--- src/rtl/epp_tx_pkg.sv ---
package epp_tx_pkg;
    localparam int DEF_NUM_VALS = 5;
    localparam int DEF_VAL_W    = 14;
    localparam int DEF_BYTE_W   = 8;
    localparam int DEF_SYNC_STG = 2;

    typedef enum logic {
        HS_IDLE = 1'b0,
        HS_ACK  = 1'b1
    } hs_state_e;

    function automatic int bytes_per_val(input int val_w, input int byte_w);
        return (val_w + byte_w - 1) / byte_w;
    endfunction
endpackage

--- src/rtl/epp_strobe_sync.sv ---
module epp_strobe_sync #(
    parameter int STAGES = 2
) (
    input  logic clk,
    input  logic rst,
    input  logic strobe_n_async,
    output logic strobe_lvl,
    output logic strobe_fell
);
    logic [STAGES-1:0] chain_q;
    logic              prev_q;

    always_ff @(posedge clk) begin
        if (rst) begin
            chain_q <= '1;
            prev_q  <= 1'b1;
        end else begin
            chain_q <= {chain_q[STAGES-2:0], strobe_n_async};
            prev_q  <= chain_q[STAGES-1];
        end
    end

    assign strobe_lvl  = chain_q[STAGES-1];
    assign strobe_fell = prev_q & ~chain_q[STAGES-1];
endmodule

--- src/rtl/epp_frame_store.sv ---
module epp_frame_store
    import epp_tx_pkg::*;
#(
    parameter int NUM_VALS = DEF_NUM_VALS,
    parameter int VAL_W    = DEF_VAL_W,
    parameter int BYTE_W   = DEF_BYTE_W,
    localparam int BPV     = bytes_per_val(VAL_W, BYTE_W),
    localparam int NBYTES  = NUM_VALS * BPV,
    localparam int IDX_W   = $clog2(NBYTES)
) (
    input  logic                      clk,
    input  logic                      rst,
    input  logic                      load,
    input  logic [NUM_VALS*VAL_W-1:0] din,
    input  logic [IDX_W-1:0]          sel,
    output logic [BYTE_W-1:0]         byte_out
);
    localparam int PAD_W = BPV * BYTE_W;

    logic [NUM_VALS*VAL_W-1:0] frame_q;
    logic [BYTE_W-1:0]         byte_arr [NBYTES];

    always_ff @(posedge clk) begin
        if (rst)       frame_q <= '0;
        else if (load) frame_q <= din;
    end

    for (genvar v = 0; v < NUM_VALS; v++) begin : g_val
        logic [PAD_W-1:0] padded;
        assign padded = PAD_W'(frame_q[v*VAL_W +: VAL_W]);
        for (genvar b = 0; b < BPV; b++) begin : g_byte
            assign byte_arr[v*BPV + b] = padded[b*BYTE_W +: BYTE_W];
        end
    end

    always_comb begin
        byte_out = '0;
        for (int i = 0; i < NBYTES; i++) begin
            if (sel == IDX_W'(i)) byte_out = byte_arr[i];
        end
    end
endmodule

--- src/rtl/epp_hs_ctl.sv ---
module epp_hs_ctl
    import epp_tx_pkg::*;
#(
    parameter int BYTE_W = DEF_BYTE_W,
    parameter int NBYTES = 10,
    localparam int IDX_W = $clog2(NBYTES)
) (
    input  logic              clk,
    input  logic              rst,
    input  logic              frame_valid,
    input  logic              strobe_lvl,
    input  logic              strobe_fell,
    input  logic [BYTE_W-1:0] byte_in,
    output logic              load,
    output logic [IDX_W-1:0]  byte_idx,
    output logic              wait_o,
    output logic              irq_o,
    output logic [BYTE_W-1:0] data_o,
    output logic              overrun_o
);
    localparam logic [IDX_W-1:0] LAST_IDX = IDX_W'(NBYTES - 1);

    hs_state_e   state_q;
    logic        pend_q;

    assign load = frame_valid & ~pend_q;

    always_ff @(posedge clk) begin
        if (rst) begin
            state_q   <= HS_IDLE;
            pend_q    <= 1'b0;
            byte_idx  <= '0;
            wait_o    <= 1'b0;
            irq_o     <= 1'b0;
            data_o    <= '0;
            overrun_o <= 1'b0;
        end else begin
            unique case (state_q)
                HS_IDLE: begin
                    if (strobe_fell && pend_q) begin
                        data_o  <= byte_in;
                        wait_o  <= 1'b1;
                        state_q <= HS_ACK;
                    end
                end
                HS_ACK: begin
                    if (strobe_lvl) begin
                        wait_o  <= 1'b0;
                        state_q <= HS_IDLE;
                        if (byte_idx == LAST_IDX) begin
                            byte_idx <= '0;
                            pend_q   <= 1'b0;
                            irq_o    <= 1'b0;
                        end else begin
                            byte_idx <= byte_idx + 1'b1;
                        end
                    end
                end
                default: state_q <= HS_IDLE;
            endcase
            if (load) begin
                pend_q   <= 1'b1;
                irq_o    <= 1'b1;
                byte_idx <= '0;
            end
            if (frame_valid && pend_q) overrun_o <= 1'b1;
        end
    end
endmodule

--- src/rtl/epp_frame_tx.sv ---
module epp_frame_tx
    import epp_tx_pkg::*;
#(
    parameter int NUM_VALS = DEF_NUM_VALS,
    parameter int VAL_W    = DEF_VAL_W,
    parameter int BYTE_W   = DEF_BYTE_W,
    parameter int SYNC_STG = DEF_SYNC_STG
) (
    input  logic                      clk,
    input  logic                      rst,
    input  logic                      res_valid,
    input  logic [NUM_VALS*VAL_W-1:0] res_data,
    input  logic                      host_strobe_n,
    output logic                      host_wait,
    output logic                      host_irq,
    output logic [BYTE_W-1:0]         host_data,
    output logic                      overrun
);
    localparam int NBYTES = NUM_VALS * bytes_per_val(VAL_W, BYTE_W);
    localparam int IDX_W  = $clog2(NBYTES);

    logic              stb_lvl, stb_fell, load;
    logic [IDX_W-1:0]  idx;
    logic [BYTE_W-1:0] cur_byte;

    epp_strobe_sync #(.STAGES(SYNC_STG)) i_sync (
        .clk(clk), .rst(rst), .strobe_n_async(host_strobe_n),
        .strobe_lvl(stb_lvl), .strobe_fell(stb_fell)
    );

    epp_frame_store #(.NUM_VALS(NUM_VALS), .VAL_W(VAL_W), .BYTE_W(BYTE_W)) i_store (
        .clk(clk), .rst(rst), .load(load), .din(res_data),
        .sel(idx), .byte_out(cur_byte)
    );

    epp_hs_ctl #(.BYTE_W(BYTE_W), .NBYTES(NBYTES)) i_ctl (
        .clk(clk), .rst(rst), .frame_valid(res_valid),
        .strobe_lvl(stb_lvl), .strobe_fell(stb_fell), .byte_in(cur_byte),
        .load(load), .byte_idx(idx), .wait_o(host_wait), .irq_o(host_irq),
        .data_o(host_data), .overrun_o(overrun)
    );
endmodule

--- config.mk ---
export PLATFORM = sky130hd
export DESIGN_NAME = epp_frame_tx
export DESIGN_NICKNAME = d
export VERILOG_FILES = /design/src/rtl/epp_tx_pkg.sv /design/src/rtl/epp_strobe_sync.sv /design/src/rtl/epp_frame_store.sv /design/src/rtl/epp_hs_ctl.sv /design/src/rtl/epp_frame_tx.sv
export SDC_FILE = /design/constraint.sdc
export NUM_CORES = 1
export LEC_CHECK = 0
export BUFFER_PORTS_ARGS = -buffer_cell sky130_fd_sc_hd__buf_2
export CAP_MARGIN = 20
export CELL_PAD_IN_SITES_DETAIL_PLACEMENT = 1
export CELL_PAD_IN_SITES_GLOBAL_PLACEMENT = 2
export CORE_MARGIN = 3
export CORE_UTILIZATION = 30
export CTS_BUF_LIST = sky130_fd_sc_hd__clkbuf_16
export CTS_CLUSTER_DIAMETER = 30
export DETAILED_ROUTE_END_ITERATION = 10
export HOLD_SLACK_MARGIN = 0.1
export PLACE_DENSITY = 0.84
export SLEW_MARGIN = 20
export SYNTH_ARGS = -nofsm -noshare
export SYNTH_HDL_FRONTEND = slang
export SYNTH_HIERARCHICAL = 1
export SYNTH_SLANG_ARGS = --single-unit
--- constraint.sdc ---
create_clock -name clk -period 4.05 [get_ports clk]
set_input_delay 0.81 -clock clk [delete_from_list [all_inputs] [get_ports clk]]
set_output_delay 0.81 -clock clk [all_outputs]
set_load 0.03 [all_outputs]
-- Yosys cells after proc, flatten, opt, wreduce, memory -nomap -nowiden
Index checks and enable logic that the tools add are counted.
- RAM bits: 0
- register bits: 89
- memories: 0
- bits in latches: 0
- output and inout port bits: 11
- bits in read-only memories: 0
- word-level logic and storage cells: 58
- equal/unequal tests: 11
- divide/modulo/power cells: 0
- $mul: 0
- shift operators: 0
- reduce and logical (&&, ||, !) cells: 11
- muxes and demuxes: 21
- bitwise operators: 5
- $lt $le $gt $ge: 0
- add/sub/neg operators: 1
- operators with widths (operator ; count):
    $mux 8 ; 10
    $eq 4x3->1 const B ; 4
    $eq 4x2->1 const B ; 2
    $eq 4x4->1 const B ; 2
    $mux 1 ; 8
    $reduce_and 2->1 ; 3
    $reduce_bool 2->1 ; 3
    $add 4x1->4 const B ; 1
    $eq 4x1->1 const B ; 1
    $logic_not 4->1 ; 1
    $mux 4 ; 1
    $pmux 1 s2 ; 2
    $not 1->1 ; 3
    $reduce_and 3->1 ; 1
    $and 1x1->1 ; 2
    $logic_and 1x1->1 ; 2
    $ne 2x1->1 const B ; 1
    $ne 2x2->1 const B ; 1
    $reduce_or 2->1 ; 1

-- Logic depth before layout (Yosys ltp)
Gate-level depths: netlist of the first run.
- depth in word-level cells: 11
- mapped depth: 9
- depth with buffers taken out: 6

-- Cells and area by module
The synthesis of the first run kept the hierarchy.
- modules (own cells, without submodules) (module ; sequential area each (µm²) ; times used ; area an instance (µm²) ; cells each):
    epp_frame_store ; 1401.3 ; 1 ; 3174.3 ; 331
    epp_hs_ctl ; 320.3 ; 1 ; 626.9 ; 62
    epp_strobe_sync ; 60.1 ; 1 ; 85.1 ; 7

-- Worst setup path before layout of the first run
No wires, ideal clock.
- path type: input -> register
- start: input port res_valid
- end: register i_store.frame_q[0]
- stages on the path: 5
- setup time: 0.128 ns
- data required time: 3.922 ns
- path slack: 2.294 ns
- arrival: 1.628 ns
- cells stage by stage: nor2b_2 > clkbuf_1 > buf_2 > mux2i_1 > nor2_1
- longest elaborated chain between the ends: 1
- ends and longest elaborated chain (element ; RTL line ; RTL):
    start, declared ; epp_frame_tx.sv:11 ; input logic res_valid,
    $and 1x1->1 ; epp_hs_ctl.sv:26 ; assign load = frame_valid & ~pend_q;
    end signal, assigned ; epp_frame_store.sv:25 ; else if (load) frame_q <= din;
    end, declared ; epp_frame_store.sv:20 ; logic [NUM_VALS*VAL_W-1:0] frame_q;
No other way between the ends.
A chain may end at the register's enable or synchronous reset.

-- Final worst setup path of the first run
- start: register i_ctl.byte_idx[2]
- end: register i_ctl.data_o[2]
- longest elaborated chain between the ends: 11
- elaborated cells between the ends (all ways): 20
- ends and longest elaborated chain (element ; RTL line ; RTL):
    start, declared ; epp_hs_ctl.sv:15 ; output logic [IDX_W-1:0] byte_idx,
    start signal, assigned ; epp_hs_ctl.sv:55 ; byte_idx <= byte_idx + 1'b1;
    $logic_not 4->1 ; epp_frame_store.sv:39 ; if (sel == IDX_W'(i)) byte_out = byte_arr[i];
    $mux 8 (9 in a row) ; epp_frame_store.sv:39 ;
    $mux 8 (*) ; epp_frame_store.sv:39 ;
    named net cur_byte[2] ; epp_frame_tx.sv:24 ; logic [BYTE_W-1:0] cur_byte;
    end signal, assigned ; epp_hs_ctl.sv:41 ; data_o <= byte_in;
    end, declared ; epp_hs_ctl.sv:18 ; output logic [BYTE_W-1:0] data_o,
The timed path passes the listed nets; every way through them passes the cells marked *.

==> summary.md, run 1 <==
| Metric | Value |
|---|---|
| CP endpoint | i_ctl/data_o[2]$_SDFFE_PP0P_ |
| First-pass GRT wire length | 16.9 mm |
| CTS root buf | clkbuf_16 |
| Hold/Removal Path Class | reg -> reg |
| CP max stage delay | 0.95 ns |
| Avg Cell Area, Syn | 9.72 µm² |
| Setup ws final | 1.71 ns |
| Fraction of layout cells with a size suffix above 1 | 24.3% |
| Slew HR | 31.9% |
| CP delay by family, top | flip-flops |
| Largest area contributor in the netlist | dfxtp_1 |
| Drt wl/cell | 15.9 µm |
| H-tree levels | 3 |
| Postcts setup bufs | 0 |
| Ys Warns | 6 |
| Pleak | 2.01 nW |
| WL final | 10.3 mm |
| Sw Pwr | 0.452 mW |
| RSZ-0062 raised after global routing | no |
| Largest net degree at the start of global routing | 72 |
| Post-synthesis mux area share | 22.8% |
| Post-synth EDFFs | 0 |
| Area of the multi-input gates | 0.00193 mm² |
| Cell Area, Synth | 0.00389 mm² |
| Critical Path End Type | flip-flop |
| Antenna violations before repair | 0 |
| Clock Pin Slew Worst Setup and Hold Paths | 0.06 ns |
| CP max-delay cell | dfxtp_1 |
| # diodes | 0 |
| Placer Congestion | 0.774 |
| Hold Buf Count CTS | 0 |
| R2r setup slk | 1.71 ns |
| Storage cell area | 0.00178 mm² |
| Leading post-synthesis cells by cell area | dfxtp_1, mux2i_1, nor2_1 |
| Crit Path Category | reg -> reg |
| Critical R2R Capture | i_ctl/data_o[2]$_SDFFE_PP0P_ |
| Hold Path Depth | 1 |
| Comb pwr share | 9.1% |
| DP HPWL | 7.59 mm |
| Final hold vios | 0 |
| Top cells by count, synth | dfxtp_1, nor2_1, mux2i_1 |
| Placed cells | 630 |
| Number of distinct library cells after synthesis | 47 |
| Setup TNS Final | 0 ns |
| Share of the synthesized area in the top cell type | 45.8% |
| Post-synthesis sequential area ratio | 45.8% |
| Die width | 120 µm |
| Num CTS Buffers | 9 |
| Total chip power | 2.00 mW |
| Syn Nets | 474 |
| Clock Latency Late Sink | 0.33 ns |
| Number of global-route vias before repair | 3,206 |
| Pwr Density | 424 mW/mm² |
| Area added between synthesis and finish | 21.3% |
| Final Net Count | 547 |
| Clock power share | 43.3% |
| Critical path origin | i_ctl/byte_idx[2]$_SDFFE_PP0P_ |
| Row cnt | 40 |
| Maxcap violations | 0 |
| Total GRT Usage | 14.7% |
| Switching Fraction | 22.6% |
| CTS tree | done |
| Synth Register Bits | 89 |
| Outcome | completed |
| Final Max Tran Viols | 0 |
| Chip height | 120 µm |
| Internal power | 1.55 mW |
| R2R depth | 6 |
| Core Footprint | 0.0123 mm² |
| WP data arrival | 2.53 ns |
| Post-route cell area | 0.00472 mm² |
| Worst slew pin tran | 1.02 ns |
| Combinational family with the most area after synthesis | multiplexers |
| Number of setup violations in the final report | 0 |
| CTS sink cnt | 89 |
| DRT Pass-1 Iters | 4 |
| Fin util | 38.3% |
| Area share of fa/ha/maj cells after synthesis | 0% |
| GRT overflow | 0 |
| Top Ports | 85 |
| Period utilisation layout | 57.7% |
| Minimum clock period | 2.34 ns |
| Synth Area in Compound Gates | 9.14% |
| DIE AREA | 0.0144 mm² |
| DR vias | 3,108 |
| Longest Clk Path Bufs | 2 |
| Critical path required time | 4.24 ns |
| Initial Utilization | 31.6% |
| Worst path bufs/invs | 0 |
| Stages on worst setup path | 6 |
| I/O Buffers | 84 |
| Xor and xnor fraction of the mapped netlist area | 0.676% |
| Post-CTS resize count | 0 |
| Crit path max fanout | 27 |
| Ys flop type | dfxtp_1 |
| Filler cell count | 1,475 |
| Startpoint types | flip-flop |
| Flop pwr share | 47.7% |
| Worst clock skew | 0.00500 ns |
| Async set-reset flop share out of synthesis | 0% |
| Reg-to-reg startpoint | i_ctl/byte_idx[2]$_SDFFE_PP0P_ |
| Post-Synth Simple-Gate Area | 17.0% |
| Pre-CTS setup slack | 1.69 ns |
| Crit-path cells | mux2_2 -> o2bb2ai_1 -> a211oi_1 -> o31ai_1 -> mux2i_1 -> nor2_1 |
| Post-DRT Antenna Nets | 0 |
| Iteration-0 DRC Markers | 156 |
| Via density | 4.81 |
| Max Clock Freq | 428 MHz |
| Synth Instances | 400 |
| Fin cells | 646 |
| Worst vdd ir | 0.176 mV |
| DP Area | 0.00440 mm² |
| Hold Slack | 0.420 ns |
| Number of remaining DRC errors | 0 |
placed cells by master, fill, tap and decap left out, types with 5 or more instances in the layout:
cell type | synthesis | layout
nor2_1 | 89 | 89
inv_1 | 3 | 5
nand3_1 | 6 | 6
dfxtp_1 | 89 | 89
clkbuf_16 | 0 | 9
nor2b_1 | 5 | 5
nor3_1 | 5 | 5
or2_1 | 5 | 5
buf_2 | 9 | 84
a22oi_1 | 7 | 7
mux2i_1 | 84 | 84
o21ai_0 | 7 | 7
a21oi_1 | 11 | 11
nand2_1 | 9 | 9
cell families after synthesis:
family                    Yosys count
and+or+nand+nor                   139
DFF                                89
muxes                              88
AOI/OAI and AO/OA                  51
buffers and inverters              30
xor gates and xnor gates            3
layer usage:
metal | vias to the layer above | GRT usage, % | wire [µm]
li1 | 1545 | - | -
met1 | 1486 | 19.7 | 4870
met2 | 69 | 24.3 | 4860
met3 | 8 | 3.06 | 432
met4 | 0 | 3.65 | 84
met5 | - | 0 | 0
state kept, by name, indices dropped and copies added (netlist names):
register         count
i_sync/chain_q       2
i_ctl/wait_o         1
i_ctl/state_q        1
i_ctl/data_o         8
i_ctl/pend_q         1
i_sync/prev_q        1
i_store/frame_q     70
i_ctl/overrun_o      1
i_ctl/byte_idx       4
area by class of cell:
class | instances | share of cell area, %
sequential | 89 | 37.8
timing repair buffer | 88 | 9.82
tap | 168 | 4.46
clock inverter | 7 | 1.86
inverter | 4 | 0.318
multi-input combinational | 281 | 41.0
clock buffer | 9 | 4.78
power groups by stage:
stage	logic (mW)	clock network (mW)	registers, mW
final	0.181	0.864	0.953
after global routing	0.202	0.930	0.958
after CTS	0.185	0.888	0.953
after detailed placement	0.185	0	0.973
after global placement	0.179	0	0.972
after floorplan	0.118	0	0.962
how the worst min path moves through the flow:
stage | start | to | slack, ns
after global routing | i_sync/chain_q[0]$_SDFF_PP1_ | i_sync/chain_q[1]$_SDFF_PP1_ | 0.46
final | i_sync/chain_q[0]$_SDFF_PP1_ | i_sync/chain_q[1]$_SDFF_PP1_ | 0.42
after floorplan | i_sync/chain_q[0]$_SDFF_PP1_ | i_sync/chain_q[1]$_SDFF_PP1_ | 0.39
after detailed placement | i_sync/chain_q[0]$_SDFF_PP1_ | i_sync/chain_q[1]$_SDFF_PP1_ | 0.41
after CTS | i_sync/chain_q[0]$_SDFF_PP1_ | i_sync/chain_q[1]$_SDFF_PP1_ | 0.43
after global placement | i_sync/chain_q[0]$_SDFF_PP1_ | i_sync/chain_q[1]$_SDFF_PP1_ | 0.40
No activity file was read; power rests on OpenSTA's default activity.
==> run 2: changes to the inputs <==
- PLACE_DENSITY: 0.84 -> 0.87
- clock period: 4.05 -> 2 ns (I/O delays scaled with it)
==> run 2 against run 1 <==
Net effect:
- core utilization up 0.41 points
- sequential share of layout area is 0.37 points lower
- maximum frequency grew 30%
- worst hold slack got worse by 0.18 ns
- register-to-register slack lost 1.5 ns
- cell area is 1.1% higher
- critical path depth up 1
- largest power group unchanged
==> summary.md, run 2 (synthesis results as in run 1) <==
| Metric | Value |
|---|---|
| Hold/Removal Path Class | in -> reg |
| Comb pwr share | 9.2% (about the same) |
| Core Footprint | 0.0123 mm² (unchanged) |
| Row cnt | 40 (unchanged) |
| H-tree levels | 3 (unchanged) |
| Worst clock skew | 0.0103 ns (+0.00534 ns) |
| Commonest non-fill, non-tap cell in the layout | nor2_1 |
| First-pass GRT wire length | 16.9 mm (+0.28%) |
| Internal power | 3.02 mW (+95%) |
| Total GRT Usage | 14.9% (+0.24 points) |
| Max FFs per register | 70 (unchanged) |
| Pre-CTS setup slack | 0.181 ns (-1.51 ns) |
| CTS sink cnt | 89 (unchanged) |
| WP data arrival | 2.02 ns (-0.51 ns) |
| Via density | 4.76 (-0.98%) |
| Most frequent cells in the layout | nor2_1, dfxtp_1, mux2i_1, buf_2, a21oi_1 |
| Pleak | 2.04 nW (+1.5%) |
| CTS root buf | clkbuf_16 |
| Maxcap violations | 0 (unchanged) |
| Outcome | completed |
| Number of remaining DRC errors | 0 (unchanged) |
| Num CTS Buffers | 9 (unchanged) |
| Startpoint types | flip-flop |
| Number of global-route vias before repair | 3,252 (+1.4%) |
| Chip height | 120 µm (unchanged) |
| WL final | 10.3 mm (+0.37%) |
| Fraction of layout cells with a size suffix above 1 | 25.8% (+1.5 points) |
| DRT Pass-1 Iters | 4 (unchanged) |
| Crit Path Category | reg -> reg |
| Final Max Tran Viols | 0 (unchanged) |
| Largest net degree at the start of global routing | 72 (unchanged) |
| Flop pwr share | 48.4% (+0.7 points) |
| Initial Utilization | 31.6% (unchanged) |
| Top Ports | 85 (unchanged) |
| DR vias | 3,111 (+0.097%) |
| DIE AREA | 0.0144 mm² (unchanged) |
| Minimum clock period | 1.80 ns (-0.536 ns) |
| Worst slew pin tran | 0.535 ns (-0.486 ns) |
| I/O Buffers | 84 (unchanged) |
| Number of setup violations in the final report | 0 (unchanged) |
| GRT overflow | 0 (unchanged) |
| Post-DRT Antenna Nets | 0 (unchanged) |
| Final Net Count | 554 (+1.3%) |
| Critical path required time | 2.22 ns (-2.02 ns) |
| Setup TNS Final | 0 ns (unchanged) |
| Slew HR | 64.3% (+32 points) |
| Switching Fraction | 24.2% (+1.6 points) |
| Longest Clk Path Bufs | 2 (unchanged) |
| Iteration-0 DRC Markers | 131 (-16%) |
| CTS tree | done |
| Crit path max fanout | 15 (-44%) |
| Clock Pin Slew Worst Setup and Hold Paths | 0.07 ns (about the same) |
| RSZ-0062 raised after global routing | no |
| # diodes | 0 (unchanged) |
| Pwr Density | 835 mW/mm² (+97%) |
| Filler cell count | 1,464 (-0.75%) |
| Die width | 120 µm (unchanged) |
| Drt wl/cell | 15.8 µm (-0.71%) |
| Setup ws final | 0.198 ns (-1.51 ns) |
| Hold Buf Count CTS | 0 (unchanged) |
| Leading registers by flop count | i_store/frame_q (70), i_ctl/data_o (8), i_ctl/byte_idx (4) |
| Worst vdd ir | 0.464 mV (+160%) |
| Critical Path End Type | flip-flop |
| Most flops, register | i_store/frame_q |
| Area added between synthesis and finish | 22.6% |
| Max Clock Freq | 555 MHz (+30%) |
| Final hold vios | 0 (unchanged) |
| Sw Pwr | 0.963 mW (+110%) |
| DP HPWL | 7.61 mm (+0.28%) |
| Clock Latency Late Sink | 0.35 ns (+0.02 ns) |
| Clock power share | 42.4% (-0.9 points) |
| Placer Congestion | 0.825 (+6.6%) |
| Antenna violations before repair | 0 (unchanged) |
| Period utilisation layout | 90.1% (+32 points) |
==> run 2: cell type report <==
cell class / count / area (µm²) / area share (%)
Tap cell: 168 / 210 / 4.41
Multi-Input combinational cell: 281 / 1930 / 40.6
Inverter: 4 / 15.0 / 0.315
Timing Repair Buffer: 95 / 528 / 11.1
Clock buffer: 9 / 225 / 4.73
Clock inverter: 7 / 71.3 / 1.50
Sequential cell: 89 / 1780 / 37.4
==> run 2: per-layer routing <==
metal	vias to the layer above	share of wire (%)	global-route usage, %
li1	1547	-	-
met1	1482	48	19.6
met5	-	0	0
met2	71	45	23.3
met3	11	5.4	4.67
met4	0	1.7	4.87
==> run 2: worst max-delay path: stages, from the launching register on <==
cell	delay (ns)
dfxtp_2	0.37
buf_4	0.21
nor3b_2	0.45
nand2_1	0.17
o22ai_1	0.20
a31oi_1	0.07
mux2i_1	0.14
nor2_1	0.07
==> run 2: worst paths after layout <==
kind	slack [ns]	cells past startpoint	end	start
hold / removal	0.24	2	i_sync/chain_q[0]$_SDFF_PP1_	host_strobe_n
setup / recovery	0.20	7	i_ctl/data_o[4]$_SDFFE_PP0P_	i_ctl/byte_idx[2]$_SDFFE_PP0P_
hold reg to reg	0.41	1	i_sync/chain_q[1]$_SDFF_PP1_	i_sync/chain_q[0]$_SDFF_PP1_
setup reg to reg	0.20	7	i_ctl/data_o[4]$_SDFFE_PP0P_	i_ctl/byte_idx[2]$_SDFFE_PP0P_
==> run 2: timing repair <==
item / CTS / global route
setup buffers: 0 / 0
endpoints found under the setup margin: 0 / 2
resized for setup: 0 / 1
==> run 2: stage by stage <==
stage               hold WS (ns)  utilization, %  cells  cell area (µm²)  power [mW]
floorplan                  0.385               -    400             3890        2.19
global placement           0.402            36.3    637             4470        2.33
detailed placement         0.403            36.3    637             4470        2.34
CTS                        0.229            38.7    653             4760        4.04
global route               0.234            38.7    653             4770        4.17
finish                     0.240            38.7    653             4770        3.98
==> run 2: power groups by stage <==
stage | clock network (mW) | registers (mW) | logic [mW]
floorplan | 0 | 1.95 | 0.239
global placement | 0 | 1.96 | 0.363
detailed placement | 0 | 1.97 | 0.372
CTS | 1.74 | 1.93 | 0.374
global route | 1.82 | 1.94 | 0.413
finish | 1.69 | 1.93 | 0.367
